[config.mk]
export PLATFORM = sky130hd
export DESIGN_NAME = pbus_bridge
export DESIGN_NICKNAME = d
export VERILOG_FILES = /design/src/rtl/pbus_pkg.sv /design/src/rtl/pbus_arb.sv /design/src/rtl/pbus_frame_dec.sv /design/src/rtl/pbus_policy.sv /design/src/rtl/pbus_seq.sv /design/src/rtl/pbus_bridge.sv
export SDC_FILE = /design/constraint.sdc
export NUM_CORES = 1
export LEC_CHECK = 0
export BUFFER_PORTS_ARGS = -buffer_cell sky130_fd_sc_hd__buf_2
export CORE_ASPECT_RATIO = 2
export CORE_MARGIN = 8
export CORE_UTILIZATION = 45
export DETAILED_ROUTE_END_ITERATION = 16
export HOLD_SLACK_MARGIN = 0.1
export PLACE_DENSITY_LB_ADDON = 0.1
export SKIP_CTS_REPAIR_TIMING = 1
export SLEW_MARGIN = 20
export SYNTH_ARGS = -nofsm -noshare
export SYNTH_HDL_FRONTEND = slang
export SYNTH_HIERARCHICAL = 1
export SYNTH_SLANG_ARGS = --single-unit
[constraint.sdc]
create_clock -name clk_i -period 2.95 [get_ports clk_i]
set_input_delay 0.4425 -clock clk_i [delete_from_list [all_inputs] [get_ports clk_i]]
set_output_delay 0.4425 -clock clk_i [all_outputs]
set_load 0.1 [all_outputs]
[src/rtl/pbus_pkg.sv]
package pbus_pkg;
  localparam int unsigned FR_WIDE = 0;
  localparam int unsigned FR_NARROW = 1;
  localparam int unsigned FR_DMA = 2;

  typedef enum logic [2:0] {
    ST_IDLE,
    ST_STB_LO,
    ST_STB_HI,
    ST_ACK,
    ST_ERR
  } seq_state_e;
endpackage

[src/rtl/pbus_arb.sv]
module pbus_arb #(
  parameter int unsigned AW = 32,
  parameter int unsigned DW = 32
) (
  input  logic          wr_req_i,
  input  logic [AW-1:0] wr_addr_i,
  input  logic [DW-1:0] wr_data_i,
  input  logic          wr_wide_i,
  input  logic          wr_dma_i,
  input  logic          rd_req_i,
  input  logic [AW-1:0] rd_addr_i,
  input  logic          rd_wide_i,
  input  logic          rd_dma_i,
  output logic          go_o,
  output logic          write_o,
  output logic [AW-1:0] addr_o,
  output logic [DW-1:0] data_o,
  output logic          wide_o,
  output logic          dma_o
);
  // writes outrank reads
  always_comb begin
    go_o    = wr_req_i | rd_req_i;
    write_o = wr_req_i;
    data_o  = wr_data_i;
    if (wr_req_i) begin
      addr_o = wr_addr_i;
      wide_o = wr_wide_i;
      dma_o  = wr_dma_i;
    end else begin
      addr_o = rd_addr_i;
      wide_o = rd_wide_i;
      dma_o  = rd_dma_i;
    end
  end
endmodule

[src/rtl/pbus_frame_dec.sv]
module pbus_frame_dec #(
  parameter int unsigned AW  = 32,
  parameter int unsigned PAW = 16,
  parameter int unsigned NF  = 3,
  parameter logic [NF-1:0][AW-1:0] BASE = '0,
  parameter logic [NF-1:0][AW-1:0] SIZE = '0
) (
  input  logic [AW-1:0]  addr_i,
  output logic [NF-1:0]  hit_o,
  output logic [PAW-1:0] off_o
);
  for (genvar k = 0; k < NF; k++) begin : g_win
    logic [AW:0] lo_b, hi_b, a_x;
    assign a_x  = {1'b0, addr_i};
    assign lo_b = {1'b0, BASE[k]};
    assign hi_b = {1'b0, BASE[k]} + {1'b0, SIZE[k]};
    assign hit_o[k] = (a_x >= lo_b) && (a_x < hi_b);
  end

  always_comb begin
    logic [AW-1:0] diff;
    diff  = '0;
    for (int k = NF - 1; k >= 0; k--) begin
      if (hit_o[k]) diff = addr_i - BASE[k];
    end
    off_o = diff[PAW-1:0];
  end
endmodule

[src/rtl/pbus_policy.sv]
module pbus_policy #(
  parameter int unsigned NF = 3,
  parameter logic [NF-1:0] WIDE_OK = '1,
  parameter logic [NF-1:0] DMA_OK  = '0
) (
  input  logic [NF-1:0] hit_i,
  input  logic          wide_i,
  input  logic          dma_i,
  input  logic          addr_lsb_i,
  output logic          legal_o,
  output logic          split_o
);
  logic any_hit, dma_fit, native;

  always_comb begin
    any_hit = |hit_i;
    dma_fit = |(hit_i & DMA_OK);
    native  = |(hit_i & WIDE_OK);
    legal_o = any_hit && (!dma_i || dma_fit) && !(wide_i && addr_lsb_i);
    split_o = wide_i && !native;
  end
endmodule

[src/rtl/pbus_seq.sv]
module pbus_seq
  import pbus_pkg::*;
#(
  parameter int unsigned DW  = 32,
  parameter int unsigned PAW = 16,
  parameter int unsigned NF  = 3
) (
  input  logic           clk_i,
  input  logic           rst_ni,
  input  logic           go_i,
  input  logic           write_i,
  input  logic           wide_i,
  input  logic [DW-1:0]  data_i,
  input  logic [NF-1:0]  hit_i,
  input  logic [PAW-1:0] off_i,
  input  logic           legal_i,
  input  logic           split_i,
  input  logic [DW-1:0]  p_rdata_i,
  output logic           wr_ack_o,
  output logic           rd_ack_o,
  output logic [DW-1:0]  rd_data_o,
  output logic           err_o,
  output logic [NF-1:0]  p_sel_o,
  output logic [PAW-1:0] p_addr_o,
  output logic           p_wr_o,
  output logic           p_rd_o,
  output logic           p_wide_o,
  output logic [DW-1:0]  p_wdata_o
);
  localparam int unsigned HW = DW / 2;

  seq_state_e    state_q;
  logic          write_q, wide_q, split_q;
  logic [DW-1:0] data_q, rbuf_q;
  logic [NF-1:0] sel_q;
  logic [PAW-1:0] off_q;
  logic          strobe, hi_phase, native;

  assign native   = wide_q && !split_q;
  assign hi_phase = (state_q == ST_STB_HI);
  assign strobe   = (state_q == ST_STB_LO) || hi_phase;

  always_ff @(posedge clk_i or negedge rst_ni) begin
    if (!rst_ni) begin
      state_q <= ST_IDLE;
      write_q <= 1'b0;
      wide_q  <= 1'b0;
      split_q <= 1'b0;
      data_q  <= '0;
      rbuf_q  <= '0;
      sel_q   <= '0;
      off_q   <= '0;
    end else begin
      unique case (state_q)
        ST_IDLE: begin
          if (go_i) begin
            write_q <= write_i;
            wide_q  <= wide_i;
            split_q <= split_i;
            data_q  <= data_i;
            sel_q   <= hit_i;
            off_q   <= off_i;
            if (legal_i) begin
              state_q <= ST_STB_LO;
            end else begin
              rbuf_q  <= '0;
              state_q <= ST_ERR;
            end
          end
        end
        ST_STB_LO: begin
          if (!write_q)
            rbuf_q <= native ? p_rdata_i : {{HW{1'b0}}, p_rdata_i[HW-1:0]};
          state_q <= split_q ? ST_STB_HI : ST_ACK;
        end
        ST_STB_HI: begin
          if (!write_q) rbuf_q[DW-1:HW] <= p_rdata_i[HW-1:0];
          state_q <= ST_ACK;
        end
        ST_ACK:  state_q <= ST_IDLE;
        ST_ERR:  state_q <= ST_IDLE;
        default: state_q <= ST_IDLE;
      endcase
    end
  end

  always_comb begin
    p_wr_o    = strobe && write_q;
    p_rd_o    = strobe && !write_q;
    p_sel_o   = strobe ? sel_q : '0;
    p_wide_o  = strobe && native;
    p_addr_o  = off_q + PAW'(hi_phase);
    p_wdata_o = '0;
    if (strobe && write_q) begin
      if (hi_phase)    p_wdata_o = {{HW{1'b0}}, data_q[DW-1:HW]};
      else if (native) p_wdata_o = data_q;
      else             p_wdata_o = {{HW{1'b0}}, data_q[HW-1:0]};
    end
    wr_ack_o  = ((state_q == ST_ACK) || (state_q == ST_ERR)) && write_q;
    rd_ack_o  = ((state_q == ST_ACK) || (state_q == ST_ERR)) && !write_q;
    err_o     = (state_q == ST_ERR);
    rd_data_o = rbuf_q;
  end
endmodule

[src/rtl/pbus_bridge.sv]
module pbus_bridge
  import pbus_pkg::*;
#(
  parameter int unsigned AW  = 32,
  parameter int unsigned DW  = 32,
  parameter int unsigned PAW = 16,
  parameter int unsigned NF  = 3,
  parameter logic [NF-1:0][AW-1:0] FRM_BASE = {32'h0000_5000, 32'h0000_7000, 32'h0000_6000},
  parameter logic [NF-1:0][AW-1:0] FRM_SIZE = {32'h0000_1000, 32'h0000_1000, 32'h0000_1000},
  parameter logic [NF-1:0] FRM_WIDE_OK = NF'((1 << FR_WIDE) | (1 << FR_DMA)),
  parameter logic [NF-1:0] FRM_DMA_OK  = NF'(1 << FR_DMA)
) (
  input  logic           clk_i,
  input  logic           rst_ni,
  input  logic           wr_req_i,
  input  logic [AW-1:0]  wr_addr_i,
  input  logic [DW-1:0]  wr_data_i,
  input  logic           wr_wide_i,
  input  logic           wr_dma_i,
  output logic           wr_ack_o,
  input  logic           rd_req_i,
  input  logic [AW-1:0]  rd_addr_i,
  input  logic           rd_wide_i,
  input  logic           rd_dma_i,
  output logic           rd_ack_o,
  output logic [DW-1:0]  rd_data_o,
  output logic           err_o,
  output logic [NF-1:0]  p_sel_o,
  output logic [PAW-1:0] p_addr_o,
  output logic           p_wr_o,
  output logic           p_rd_o,
  output logic           p_wide_o,
  output logic [DW-1:0]  p_wdata_o,
  input  logic [DW-1:0]  p_rdata_i
);
  logic           go, write, wide, dma, legal, split;
  logic [AW-1:0]  addr;
  logic [DW-1:0]  data;
  logic [NF-1:0]  hit;
  logic [PAW-1:0] off;

  pbus_arb #(.AW(AW), .DW(DW)) u_arb (
    .wr_req_i (wr_req_i), .wr_addr_i(wr_addr_i), .wr_data_i(wr_data_i),
    .wr_wide_i(wr_wide_i), .wr_dma_i(wr_dma_i),
    .rd_req_i (rd_req_i), .rd_addr_i(rd_addr_i),
    .rd_wide_i(rd_wide_i), .rd_dma_i(rd_dma_i),
    .go_o(go), .write_o(write), .addr_o(addr), .data_o(data),
    .wide_o(wide), .dma_o(dma)
  );

  pbus_frame_dec #(
    .AW(AW), .PAW(PAW), .NF(NF), .BASE(FRM_BASE), .SIZE(FRM_SIZE)
  ) u_dec (
    .addr_i(addr), .hit_o(hit), .off_o(off)
  );

  pbus_policy #(
    .NF(NF), .WIDE_OK(FRM_WIDE_OK), .DMA_OK(FRM_DMA_OK)
  ) u_pol (
    .hit_i(hit), .wide_i(wide), .dma_i(dma), .addr_lsb_i(addr[0]),
    .legal_o(legal), .split_o(split)
  );

  pbus_seq #(.DW(DW), .PAW(PAW), .NF(NF)) u_seq (
    .clk_i(clk_i), .rst_ni(rst_ni),
    .go_i(go), .write_i(write), .wide_i(wide), .data_i(data),
    .hit_i(hit), .off_i(off), .legal_i(legal), .split_i(split),
    .p_rdata_i(p_rdata_i),
    .wr_ack_o(wr_ack_o), .rd_ack_o(rd_ack_o), .rd_data_o(rd_data_o),
    .err_o(err_o), .p_sel_o(p_sel_o), .p_addr_o(p_addr_o),
    .p_wr_o(p_wr_o), .p_rd_o(p_rd_o), .p_wide_o(p_wide_o),
    .p_wdata_o(p_wdata_o)
  );
endmodule

# After elaboration in Yosys (flattened, before gate mapping)
# Cells that the tools add are included.
# W data, S select, Z words.
[word_totals]
ff_bits = 89
output_inout_bits = 89
elab_cells = 78
[op_classes]
n_addsub = 4
order_cmp = 6
eq_ne = 8
muxes = 21
bitwise = 1
reduce_logical = 29
[ops]
columns = ["op", "n"]
rows = [
  ["$mux W32", 8],
  ["$ge A32 B15 Y1 const B", 3],
  ["$lt A32 B15 Y1 const B", 2],
  ["$mux W16", 4],
  ["$pmux W16 S3", 1],
  ["$sub A16 B15 Y16 const B", 3],
  ["$lt A32 B16 Y1 const B", 1],
  ["$pmux W16 S2", 1],
  ["$add A16 B1 Y16", 1],
  ["$logic_and A1 B1 Y1", 13],
  ["$mux W3", 3],
  ["$pmux W3 S3", 1],
  ["$ne A2 B2 Y1 const B", 4],
  ["$eq A3 B2 Y1 const B", 2],
  ["$logic_not A1 Y1", 5],
  ["$reduce_and A5 Y1", 1],
  ["$reduce_and A4 Y1", 1],
  ["$eq A3 B1 Y1 const B", 1],
  ["$eq A3 B3 Y1 const B", 1],
  ["$logic_not A3 Y1", 1],
  ["$logic_or A1 B1 Y1", 3],
  ["$mux W1", 3],
  ["$reduce_bool A3 Y1", 1],
  ["$reduce_or A3 Y1", 1],
  ["4 further kinds", 4],
]

# Logic depth before layout (Yosys ltp)
[logic_depth]
depth_word = 9
ltp_mapped = 16

# Modules after synthesis
# The synthesis kept the hierarchy.
[by_module_without_submodules]
columns = ["mod", "instances", "cells_each", "area_per_inst_um2"]
rows = [
  ["pbus_seq", 1, 403, 4221.5],
  ["pbus_arb", 1, 72, 817.0],
  ["pbus_frame_dec", 1, 66, 464.2],
  ["pbus_policy", 1, 4, 31.3],
]

# Worst setup path after synthesis
# OpenSTA, ideal clock, no wires.
[synth_path]
kind = "reg2out"
startpoint = "register u_seq.state_q[1]"
endpoint = "output port wr_ack_o"
arrival_ns = 4.234
slack_ns = -1.726
stages_incl_launch_ff = 5
path_buffers = 1
path_cell_list = "dfrtp_1 > buf_2 > nor3_1 > nor2_1 > nor2b_1"
[synth_via]
elab_chain_len = 3
[synth_rtl]
columns = ["element", "line", "source"]
rows = [
  ["from (decl)", "pbus_seq.sv:32", "seq_state_e state_q;"],
  ["from (signal assigned)", "pbus_seq.sv:74", "state_q <= split_q ? ST_STB_HI : ST_ACK;"],
  ["$eq A3 B3 Y1", "n/a", ""],
  ["named net err_o", "pbus_bridge.sv:27", "output logic err_o,"],
  ["$logic_or A1 B1 Y1", "pbus_seq.sv:99", "wr_ack_o = ((state_q == ST_ACK) || (state_q == ST_ERR)) && write_q;"],
  ["$logic_and A1 B1 Y1", "pbus_seq.sv:99", ""],
  ["to (decl)", "pbus_bridge.sv:20", "output logic wr_ack_o,"],
]
# The timed path passes the listed nets, and every way through them passes these cells.

# Worst setup path after layout
[layout_path]
startpoint = "input port wr_req_i"
endpoint = "register u_seq.rbuf_q[30], in the netlist u_seq/rd_data_o[30]"
[layout_via]
elab_chain_len = 8
[layout_rtl]
columns = ["element", "line", "source"]
rows = [
  ["from (decl)", "pbus_bridge.sv:15", "input logic wr_req_i,"],
  ["$mux W32 (*)", "pbus_arb.sv:26", "if (wr_req_i) begin"],
  ["named net addr[17]", "pbus_bridge.sv:37", "logic [AW-1:0] addr;"],
  ["$ge A32 B15 Y1 or $lt A32 B15 Y1 (tied branches)", "pbus_frame_dec.sv:17", "assign hit_o[k] = (a_x >= lo_b) && (a_x < hi_b);"],
  ["$logic_and A1 B1 Y1 (*)", "pbus_frame_dec.sv:17", ""],
  ["named net hit[2]", "pbus_bridge.sv:39", "logic [NF-1:0] hit;"],
  ["$reduce_or A3 Y1 or $logic_or A1 B1 Y1 (tied branches)", "pbus_policy.sv:16, pbus_policy.sv:19", ""],
  ["$logic_and A1 B1 Y1 (*) (2 in series)", "pbus_policy.sv:19", "legal_o = any_hit && (!dma_i || dma_fit) && !(wide_i && addr_lsb_i);"],
  ["named net legal", "pbus_bridge.sv:36", "logic go, write, wide, dma, legal, split;"],
  ["$ne A2 B2 Y1 (no source line) (*)", "n/a", ""],
  ["$reduce_and A5 Y1 (no source line) (*)", "n/a", ""],
  ["to (signal assigned)", "pbus_seq.sv:73", "rbuf_q <= native ? p_rdata_i : {{HW{1'b0}}, p_rdata_i[HW-1:0]};"],
  ["to (signal, indexed assignment)", "pbus_seq.sv:77", "if (!write_q) rbuf_q[DW-1:HW] <= p_rdata_i[HW-1:0];"],
  ["to (decl)", "pbus_seq.sv:34", "logic [DW-1:0] data_q, rbuf_q;"],
]
# Mark *: on every way through the listed nets, which the timed path passes. The rest lies on a longest branch.
# A chain may end at the register's enable or synchronous reset.

==> flow_metrics.tcl <==
set metrics [dict create \
    drtAntennaViolNets 0 \
    fmax_mhz 312 \
    core.rowCount 57 \
    nets 911 \
    violations "negative setup slack" \
    timing.final.ws_setup_ns -0.250 \
    ys.flop_type "dfrtp_1" \
    vias_per_cell 5.32 \
    gr-total-overflow 0 \
    synth_top_cell_by_area "dfrtp_1" \
    ir_drop_mv 0.492 \
    drt_iter0_markers 137 \
    routed_wl_mm 17.8 \
    synth-edff-count 0 \
    grt_setup_unrepaired "yes" \
    ys_warn_count 6 \
    clock_path_buffers 2 \
    worstSetupPathType "input pin to flop" \
    firstDrtPassIters 4 \
    min_period_ns 3.20 \
    powerDensity_nw_per_um2 427 \
    cts_tree "built" \
    cp.arrival_ns 3.43 \
    netlist_top_cells_area "dfrtp_1 40%, mux2_2 12%, mux2_4 7.9%" \
    drive_gt1_frac 0.609 \
    grt_pass1_vias 5381 \
    r2r-start "u_seq/state_q[1]" \
    synth_most_common_cell "dfrtp_1" \
    wire_per_inst_um 19.3 \
    drv_slew 0 \
    ys_ff_latch 89 \
    final_hold_viol_count 0 \
    status "finished, violations left" \
    setup_tns_ns -5.29 \
    seq_area_frac_synth 0.402 \
    cellLeakagePower_nw 4.04 \
    start_util 0.459 \
    dp_slack_ns -0.717 \
    cts.sinks 89 \
    syn_area_per_cell_um2 10.2 \
    required_ns 3.18 \
    async_flop_share 1.00 \
    synth.top_cell.area_share 0.402 \
    grt_pass1_wl_mm 27.3 \
    track_usage 0.214 \
    syn2layout_area_growth_pct 52.0 \
    die_h_um 173 \
    core_um2 12100 \
    synth_commonest_cells "89 x dfrtp_1, 74 x nand2_1, 59 x mux2_2" \
    worstHoldPathType "input pin to asynchronous set/reset pin" \
    root_buffer "clkbuf_16" \
    fillers 955 \
    clock_latency_ns 0.34 \
    hold_slack_ns 0.221 \
    setup_violations 32 \
    regArea_um2 2230 \
    die_w_um 94.4 \
    ios 225 \
    slew_headroom 0.388 \
    numPortBuffers 224 \
    multi_input_area_um2 3280 \
    synth_cell_types 46 \
    post-route-drc-count 0 \
    crit_fanout 8 \
    cts_made_buffers 9 \
    antenna_found_initial 1 \
    clk_pin_slew_ns 0.07 \
    die_area_um2 16300 \
    dp_hpwl_mm 13.8 \
    fin_crit_sh 1.08 \
    cp-start-kind "input pin" \
    finalPower_w 0.00359 \
    cp-end-kind "flop" \
    worst_slew_pin_slew_ns 0.918 \
    synth_fp_nets 688 \
    grt_max_degree 73 \
    synth.cell_area_um2 5530 \
    h-tree-depth 3 \
    vias 4900 \
    gp_congestion 0.968 \
    critPathLaunch "wr_req_i" \
    cap_violations 0 \
    clock-skew-final_ns 0.0127 \
    synthCells 545 \
]
-- per-stage QoR --
step,util,cells,instance area [um^2]
2_1_floorplan,-,545,5890
3_3_place_gp,0.648,898,7810
3_5_place_dp,0.648,898,7810
4_1_cts,0.672,914,8100
5_1_grt,0.698,921,8410
6_report,0.698,921,8410
-- critical path, cell delays in order --
cell,delay [ns]
buf_12,0.12
buf_12,0.13
mux2_4,0.30
nor4_4,0.31
nand3_1,0.15
buf_4,0.16
o31ai_2,0.22
buf_4,0.16
and3b_2,0.22
inv_2,0.05
a221oi_4,0.31
nor3b_2,0.08
o311a_4,0.41
clkbuf_16,0.18
nor2_2,0.11
a21oi_2,0.04
-- power by group --
group,switching [W],internal (W),total (W)
sequential,0.0000912,0.00135,0.00144
clock,0.000523,0.000594,0.00112
combinational,0.000658,0.000379,0.00104
total,0.00127,0.00232,0.00359
-- final timing paths --
path,depth (start not counted),slack (ns),end
setup / recovery,16,-0.25,u_seq/rd_data_o[30]
hold / removal,1,0.22,u_seq/off_q[10]
setup reg to reg,6,1.07,u_seq/rd_data_o[23]
hold reg to reg,2,0.48,u_seq/rd_data_o[8]
max in group asynchronous,2,1.98,u_seq/data_q[0]
min in group clk_i,2,0.33,u_seq/data_q[23]
-- metal layers --
layer / track usage / wire length, um
met3: 0.0607 / 1240
met1: 0.206 / 6040
met2: 0.397 / 10000
met4: 0.0893 / 466
met5: 0 / 0
-- cell families after synthesis --
kind of cell,synth area share
mux,0.199
simple gates,0.170
fa+ha+maj,0.0158
flops,0.402
buf+inv,0.0920
xor+xnor,0.0269
compound gates,0.0941
-- flip-flops by register name (all words and copies together) (netlist names) --
name,flops
u_seq/data_q,32
u_seq/off_q,16
u_seq/rd_data_o,32
u_seq/sel_q,3
u_seq/split_q,1
u_seq/state_q,3
u_seq/wide_q,1
u_seq/write_q,1
-- final cells by class --
class                           instances  share of cell area
Clock inverter                          7             0.00773
Tap cell                              147              0.0219
Sequential cell                        89               0.265
Inverter                                7             0.00372
Timing Repair Buffer                  280               0.285
Antenna cell                            1            0.000297
Clock buffer                            9              0.0268
Multi-Input combinational cell        381               0.390
-- cells in the final DEF (no fill, tap or decap), types with 16 or more instances in the layout --
cell / netlist / layout
buf_2: 14 / 174
buf_12: 3 / 52
and2_1: 17 / 16
dfrtp_1: 89 / 89
nand2_1: 74 / 73
buf_4: 33 / 48
mux2_4: 29 / 29
mux2_2: 59 / 59
and3_1: 19 / 19
a22oi_1: 16 / 16
a21oi_2: 0 / 21
a21oi_1: 39 / 18
Power figures use the tool's default switching activity.
